### src/rtl/cfc_pkg.sv
package cfc_pkg;
    localparam int CFC_OFF_W = 2;   // byte offset within a 4-byte word
    localparam int CFC_WAYS  = 2;

    typedef enum logic {
        CS_IDLE = 1'b0,
        CS_FILL = 1'b1
    } cfc_state_e;
endpackage

### src/rtl/cfc_set_store.sv
module cfc_set_store
    import cfc_pkg::*;
#(
    parameter int ADDR_W = 32,
    parameter int DATA_W = 32,
    parameter int SET_W  = 3,
    localparam int SETS  = 1 << SET_W,
    localparam int TAG_W = ADDR_W - SET_W - CFC_OFF_W
) (
    input  logic              clk,
    input  logic              rst_n,
    input  logic [SET_W-1:0]  lk_set,
    input  logic [TAG_W-1:0]  lk_tag,
    output logic              lk_hit,
    output logic [DATA_W-1:0] lk_data,
    input  logic              fill_en,
    input  logic [SET_W-1:0]  fill_set,
    input  logic [TAG_W-1:0]  fill_tag,
    input  logic [DATA_W-1:0] fill_data,
    input  logic [SET_W-1:0]  dbg_set,
    output logic [TAG_W-1:0]  dbg_tag0,
    output logic [TAG_W-1:0]  dbg_tag1,
    output logic [1:0]        dbg_valid
);
    typedef struct packed {
        logic [SETS-1:0][CFC_WAYS-1:0]             vld;
        logic [SETS-1:0]                           ptr;   // next victim when full
        logic [SETS-1:0][CFC_WAYS-1:0][TAG_W-1:0]  tag;
        logic [SETS-1:0][CFC_WAYS-1:0][DATA_W-1:0] dat;
    } store_t;

    store_t st_d, st_q;
    logic [CFC_WAYS-1:0] match;
    logic                victim;

    for (genvar w = 0; w < CFC_WAYS; w++) begin : g_cmp
        assign match[w] = st_q.vld[lk_set][w] && (st_q.tag[lk_set][w] == lk_tag);
    end

    assign lk_hit  = |match;
    assign lk_data = match[1] ? st_q.dat[lk_set][1] : st_q.dat[lk_set][0];

    // empty ways first, then the FIFO pointer
    always_comb begin
        if (!st_q.vld[fill_set][0])      victim = 1'b0;
        else if (!st_q.vld[fill_set][1]) victim = 1'b1;
        else                             victim = st_q.ptr[fill_set];
    end

    always_comb begin
        st_d = st_q;
        if (fill_en) begin
            st_d.vld[fill_set][victim] = 1'b1;
            st_d.tag[fill_set][victim] = fill_tag;
            st_d.dat[fill_set][victim] = fill_data;
            st_d.ptr[fill_set]         = ~victim;   // the other way is now oldest
        end
    end

    always_ff @(posedge clk) begin
        if (!rst_n) st_q <= '0;
        else        st_q <= st_d;
    end

    assign dbg_tag0  = st_q.tag[dbg_set][0];
    assign dbg_tag1  = st_q.tag[dbg_set][1];
    assign dbg_valid = st_q.vld[dbg_set];

    // a tag never sits in both ways of one set
    assert_unique_match_R4: assert property (@(posedge clk) disable iff (!rst_n)
        $onehot0(match));

    // a fill always leaves its target set with a valid way holding the new tag
    assert_fill_lands_R7: assert property (@(posedge clk) disable iff (!rst_n)
        fill_en |=> (st_q.vld[$past(fill_set)] != 2'b00));
endmodule

### src/rtl/cfc_ctrl.sv
module cfc_ctrl
    import cfc_pkg::*;
#(
    parameter int ADDR_W = 32,
    parameter int DATA_W = 32
) (
    input  logic              clk,
    input  logic              rst_n,
    input  logic              req_valid,
    input  logic [ADDR_W-1:0] req_addr,
    output logic              req_ready,
    input  logic              lk_hit,
    input  logic [DATA_W-1:0] lk_data,
    output logic              rsp_valid,
    output logic              rsp_hit,
    output logic [DATA_W-1:0] rsp_data,
    output logic              mem_req,
    output logic [ADDR_W-1:0] mem_addr,
    input  logic [DATA_W-1:0] mem_data,
    input  logic              mem_valid,
    output logic              fill_en,
    output logic [ADDR_W-1:0] fill_addr
);
    typedef struct packed {
        cfc_state_e        state;
        logic [ADDR_W-1:0] addr;
        logic              rvld;
        logic              rhit;
        logic [DATA_W-1:0] rdat;
    } ctl_t;

    ctl_t c_d, c_q;
    logic accept;

    assign req_ready = (c_q.state == CS_IDLE);
    assign accept    = req_valid && req_ready;
    assign fill_en   = (c_q.state == CS_FILL) && mem_valid;

    always_comb begin
        c_d      = c_q;
        c_d.rvld = 1'b0;
        unique case (c_q.state)
            CS_IDLE: begin
                if (req_valid) begin
                    if (lk_hit) begin
                        c_d.rvld = 1'b1;
                        c_d.rhit = 1'b1;
                        c_d.rdat = lk_data;
                    end else begin
                        c_d.state = CS_FILL;
                        c_d.addr  = {req_addr[ADDR_W-1:CFC_OFF_W], {CFC_OFF_W{1'b0}}};
                    end
                end
            end
            CS_FILL: begin
                if (mem_valid) begin
                    c_d.state = CS_IDLE;
                    c_d.rvld  = 1'b1;
                    c_d.rhit  = 1'b0;
                    c_d.rdat  = mem_data;
                end
            end
            default: c_d.state = CS_IDLE;
        endcase
    end

    always_ff @(posedge clk) begin
        if (!rst_n) c_q <= '0;
        else        c_q <= c_d;
    end

    assign rsp_valid = c_q.rvld;
    assign rsp_hit   = c_q.rhit;
    assign rsp_data  = c_q.rdat;
    assign mem_req   = (c_q.state == CS_FILL);
    assign mem_addr  = c_q.addr;
    assign fill_addr = c_q.addr;

    assert_miss_stalls_R5: assert property (@(posedge clk) disable iff (!rst_n)
        (accept && !lk_hit) |=> (!req_ready && mem_req));

    assert_fill_addr_held_R5: assert property (@(posedge clk) disable iff (!rst_n)
        (mem_req && $past(mem_req)) |-> $stable(mem_addr));

    assert_hit_response_R4: assert property (@(posedge clk) disable iff (!rst_n)
        (accept && lk_hit) |=> (rsp_valid && rsp_hit && rsp_data == $past(lk_data)));

    assert_fill_response_R6: assert property (@(posedge clk) disable iff (!rst_n)
        (mem_req && mem_valid) |=> (rsp_valid && !rsp_hit && req_ready
                                    && rsp_data == $past(mem_data)));

    assert_resp_has_cause_R10: assert property (@(posedge clk) disable iff (!rst_n)
        rsp_valid |-> $past((accept && lk_hit) || (mem_req && mem_valid)));
endmodule

### src/rtl/fifo2way_cache.sv
module fifo2way_cache
    import cfc_pkg::*;
#(
    parameter int ADDR_W = 32,
    parameter int DATA_W = 32,
    parameter int SET_W  = 3,
    localparam int TAG_W = ADDR_W - SET_W - CFC_OFF_W
) (
    input  logic              clk,
    input  logic              rst_n,
    input  logic              req_valid,
    input  logic [ADDR_W-1:0] req_addr,
    output logic              req_ready,
    output logic              rsp_valid,
    output logic              rsp_hit,
    output logic [DATA_W-1:0] rsp_data,
    output logic              mem_req,
    output logic [ADDR_W-1:0] mem_addr,
    input  logic [DATA_W-1:0] mem_data,
    input  logic              mem_valid,
    input  logic [SET_W-1:0]  dbg_set,
    output logic [TAG_W-1:0]  dbg_tag0,
    output logic [TAG_W-1:0]  dbg_tag1,
    output logic [1:0]        dbg_valid
);
    localparam int TAG_LO = CFC_OFF_W + SET_W;

    logic              lk_hit, fill_en;
    logic [DATA_W-1:0] lk_data;
    logic [ADDR_W-1:0] fill_addr;

    cfc_ctrl #(.ADDR_W(ADDR_W), .DATA_W(DATA_W)) u_ctrl (
        .clk, .rst_n, .req_valid, .req_addr, .req_ready,
        .lk_hit, .lk_data,
        .rsp_valid, .rsp_hit, .rsp_data,
        .mem_req, .mem_addr, .mem_data, .mem_valid,
        .fill_en, .fill_addr
    );

    cfc_set_store #(.ADDR_W(ADDR_W), .DATA_W(DATA_W), .SET_W(SET_W)) u_store (
        .clk, .rst_n,
        .lk_set   (req_addr[TAG_LO-1:CFC_OFF_W]),
        .lk_tag   (req_addr[ADDR_W-1:TAG_LO]),
        .lk_hit, .lk_data,
        .fill_en,
        .fill_set (fill_addr[TAG_LO-1:CFC_OFF_W]),
        .fill_tag (fill_addr[ADDR_W-1:TAG_LO]),
        .fill_data(mem_data),
        .dbg_set, .dbg_tag0, .dbg_tag1, .dbg_valid
    );
endmodule

### config.mk
export PLATFORM = sky130hd
export DESIGN_NAME = fifo2way_cache
export DESIGN_NICKNAME = d
export VERILOG_FILES = /design/src/rtl/cfc_pkg.sv /design/src/rtl/cfc_set_store.sv /design/src/rtl/cfc_ctrl.sv /design/src/rtl/fifo2way_cache.sv
export SDC_FILE = /design/constraint.sdc
export NUM_CORES = 2
export LEC_CHECK = 0
export BUFFER_PORTS_ARGS = -buffer_cell sky130_fd_sc_hd__buf_2
export CORE_MARGIN = 10
export CORE_UTILIZATION = 44
export DETAILED_ROUTE_END_ITERATION = 7
export SLEW_MARGIN = 20
export SYNTH_ARGS = -nofsm -noshare
export SYNTH_HDL_FRONTEND = slang
export SYNTH_SLANG_ARGS = --single-unit
### constraint.sdc
create_clock -name clk -period 4.7 [get_ports clk]
set_input_delay 0.94 -clock clk [delete_from_list [all_inputs] [get_ports clk]]
set_output_delay 0.94 -clock clk [all_outputs]
set_load 0.01 [all_outputs]
==> flow_summary.rst <==
.. list-table::
   :header-rows: 1

   * - Metric
     - Value
   * - Most common library cell in the layout ignoring fill and taps
     - mux2i_1
   * - Number of cells traversed by the worst register-to-register path
     - 11
   * - HPWL after DPL
     - 86.3 mm
   * - Cell row count
     - 121
   * - H-tree depth
     - 3
   * - RePlAce Congestion
     - 0.836
   * - Root buffer cell
     - clkbuf_16
   * - Area share of and/or/nand/nor cells after synthesis
     - 0.105
   * - Number of iterations in the first detailed-routing pass
     - 5
   * - CP required
     - 5.34 ns
   * - Buffers on Ports
     - 190
   * - Mean post-synth cell area
     - 10.8 sq um
   * - CTS clock-pin slew for the worst setup and hold paths
     - 0.06 ns
   * - Minimum period implied by the final worst setup slack
     - 3.87 ns
   * - Worst Hold Path EP
     - u_store.st_q[964]
   * - Cell taking the most area after synthesis
     - dfxtp_1
   * - Growth of design area from synthesis to finish
     - 12.6%
   * - Maximum number of buffers from clock root to sink
     - 3
   * - Post-synth design cell area
     - 0.0484 sq mm
   * - Hold WC Path Type
     - register to register
   * - Reg-to-reg critical path endpoint
     - u_store.st_q[276]
   * - Fraction of layout instances using a drive strength above 1
     - 0.203
   * - Total power density per cell area
     - 352 mW/mm^2
   * - Die ar.
     - 0.124 sq mm
   * - Unrepaired setup endpoints after global routing
     - no
   * - CTS Hold Buffers Added
     - 0
   * - Commonest non-fill, non-tap cells in the layout
     - mux2i_1, dfxtp_1, nor2_1
   * - Pleak
     - 0.0229 uW
   * - Async set or reset register ratio after synthesis
     - 0
   * - Cell area after placement
     - 0.0507 sq mm
   * - Filler Cell Count
     - 9780
   * - Number of antenna violations at the first check in global routing
     - 19
   * - Overall die width
     - 352 microns
   * - Hold WS
     - 0.483 ns
   * - Maximum number of pins on one net before global-route repair
     - 231
   * - Gates resized, CTS repair
     - 0
   * - Critical Path Start Type
     - input pin
   * - TNS Setup
     - 0 ns
   * - Height of the die
     - 352 microns
   * - Total Wirelength
     - 141 mm
   * - Sequential-to-total area share from yosys stat
     - 0.427
   * - Violation count after the first detailed-routing iteration
     - 2816
   * - Number of sinks handled by clock tree synthesis
     - 1033
   * - Start point of the worst min-delay path
     - u_store.st_q[964]
   * - Via count of the first global-routing pass
     - 33100
   * - Status
     - finished, final reports clean
   * - Final critical-path share of the clock period
     - 0.823
   * - Pin slew with the least headroom to its limit
     - 1.17 ns
   * - Number of cells produced by synthesis
     - 4475
   * - GR Layer Usage met1
     - 0.306
   * - GRT busiest layer
     - met2
   * - Peak supply drop
     - 341 uV
   * - Biggest fanout along the worst timing path
     - 57
   * - Non-Filler Instances
     - 5933
   * - Number of placed cells counting well taps
     - 5728
   * - Commonest register cell after synthesis
     - dfxtp_1
   * - Count of buffers added by post-CTS timing repair for setup
     - 0
   * - Launch instance of the worst register-to-register path
     - u_ctrl.fill_addr[3]
   * - Signal arrival time at the worst endpoint
     - 4.51 ns
   * - Initial cell density of the core
     - 0.444
   * - Yosys cell types
     - 53
   * - Global-route wire length before repair
     - 214 mm
   * - Fraction of the mapped netlist area in compound gates
     - 0.0339
   * - Hold Crit Depth
     - 2
   * - Number of enable flip-flop cells after synthesis
     - 0
   * - Post-Synth Adder-Cell Area
     - 0
   * - Vias/cell
     - 5.67
   * - Highest achievable clock rate
     - 258 MHz
   * - Worst slew margin relative to its limit
     - 0.221
   * - Met2 track utilization from global routing
     - 0.358
   * - Final routed DRC violation total
     - 0
   * - Number of top-level pins
     - 195
   * - Met3 track utilization from global routing
     - 0.0385
   * - Element type at the critical path end
     - register
   * - Max-capacitance violation count
     - 0
   * - Total Power Consumption
     - 19200 uW
   * - Dominant combinational cell family by area after synthesis
     - multiplexers
   * - Multiplexer fraction of the synthesized cell area
     - 0.383
   * - Synth area leaders
     - dfxtp_1, mux2i_1, mux4_2, nor2_1, clkbuf_1
   * - Final Net Count
     - 4497
   * - Max-slew violation total from the final report
     - 0
   * - Total CTS buffers
     - 110
   * - Total GRT Usage
     - 0.223
   * - Worst R2R Setup Slack
     - 0.88 ns
   * - Final setup violation count
     - 0
   * - Global-route congestion overflow total
     - 0
   * - CTS tree
     - built
   * - Core Footprint
     - 0.109 sq mm
   * - Number of register bits inferred by synthesis
     - 1033
   * - Detailed-route via count
     - 33600
   * - Post-route cell area
     - 0.0545 sq mm
   * - Fin. Hold Viols
     - 0
   * - Clock latency on the worst-skew pair
     - 0.71 ns
   * - Maximum clock skew at final layout
     - 0.0305 ns
   * - Area share of the largest cell type after synthesis
     - 0.427
   * - Drt wl/cell
     - 23.7 microns
   * - Yosys warning count
     - 0
   * - ANT nets after route
     - 0
   * - Critical Setup Path Class
     - input pin to register
   * - Post-Synth XOR/XNOR Area
     - 0.00688
-- sequential cells by signal, indices dropped and copies added, names as in the netlist --
register          cells
u_ctrl.fill_addr     30
u_ctrl.mem_req        1
u_ctrl.rsp_data      32
u_ctrl.rsp_hit        1
u_ctrl.rsp_valid      1
u_store.st_q        968
-- metal layers --
layer | wire length, microns | part of all wire | vias up
li1 | - | - | 15600
met1 | 63200 | 0.45 | 16900
met2 | 65000 | 0.46 | 881
met3 | 8260 | 0.059 | 227
met4 | 3980 | 0.028 | 18
met5 | 120 | 0.00085 | -
-- stage by stage --
| stage | util | setup WS, ns |
|---|---|---|
| after floorplan | - | 0.867 |
| after global placement | 0.465 | 0.171 |
| after detailed placement | 0.465 | 0.142 |
| after CTS | 0.500 | 0.873 |
| after global routing | 0.500 | 0.600 |
| final | 0.500 | 0.831 |
-- worst max-delay path by stage --
stage | start | depth (start not counted) | end | slack, ns
2_1_floorplan | req_addr[2] | 13 | u_ctrl.rsp_data[25] | 0.87
3_3_place_gp | req_addr[3] | 12 | u_ctrl.rsp_data[10] | 0.17
3_5_place_dp | req_addr[3] | 12 | u_ctrl.rsp_data[6] | 0.14
4_1_cts | req_addr[3] | 12 | u_ctrl.rsp_data[4] | 0.87
5_1_grt | u_ctrl.fill_addr[3] | 11 | u_store.st_q[750] | 0.60
6_report | req_addr[4] | 11 | u_ctrl.rsp_data[17] | 0.83
-- layout make-up --
type | instances | area, sq um | share of cell area
clock inverter | 42 | 608 | 0.0112
tap | 1414 | 1770 | 0.0325
sequential | 1033 | 20700 | 0.379
antenna | 3 | 7.51 | 0.000138
multi-input combinational | 2957 | 25700 | 0.471
clock buffer | 160 | 3230 | 0.0593
inverter | 11 | 48.8 | 0.000895
timing repair buffer | 313 | 2470 | 0.0454
-- Yosys cell counts (all sizes together) (2+ instances only) --
| master | instances |
|---|---|
| mux2i | 1047 |
| dfxtp | 1033 |
| nor2 | 1009 |
| mux4 | 312 |
| clkbuf | 311 |
| buf | 164 |
| mux2 | 90 |
| nand2 | 83 |
| nand2b | 80 |
| a21oi | 47 |
| a21boi | 32 |
| a221o | 32 |
| o21a | 32 |
| xor2 | 30 |
| o21ai | 19 |
| nor2b | 18 |
| nor4 | 17 |
| a211oi | 15 |
| a22o | 14 |
| o22ai | 14 |
| inv | 10 |
| nand4 | 10 |
| xnor2 | 8 |
| or3 | 7 |
| a221oi | 6 |
| nor3 | 6 |
| o31a | 6 |
| and2 | 4 |
| a2bb2oi | 2 |
| and4 | 2 |
| nand3 | 2 |
| nand3b | 2 |
-- power by group --
| part | internal [uW] | switching, uW |
|---|---|---|
| Combinational | 389 | 712 |
| Clock | 5430 | 3720 |
| Sequential | 8810 | 117 |
-- cell families after synthesis --
| family | after synthesis |
|---|---|
| xor gates and xnor gates | 38 |
| other | 1 |
| muxes | 1449 |
| buffers and inverters | 486 |
| DFF | 1033 |
| AOI/OAI and AO/OA | 224 |
| and+or+nand+nor | 1244 |
-- worst max-delay path, cell delays in order --
cell and delay [ns]:
buf_8 0.44, nand2_1 0.45, a211oi_1 0.46, nor4_1 0.11, nor4_1 0.54, and4_1 0.29, nand4_2 0.25, a211oi_4 0.34
buf_12 0.29, o21a_1 0.19, a221o_1 0.11
(Power assumes the default switching activity.)
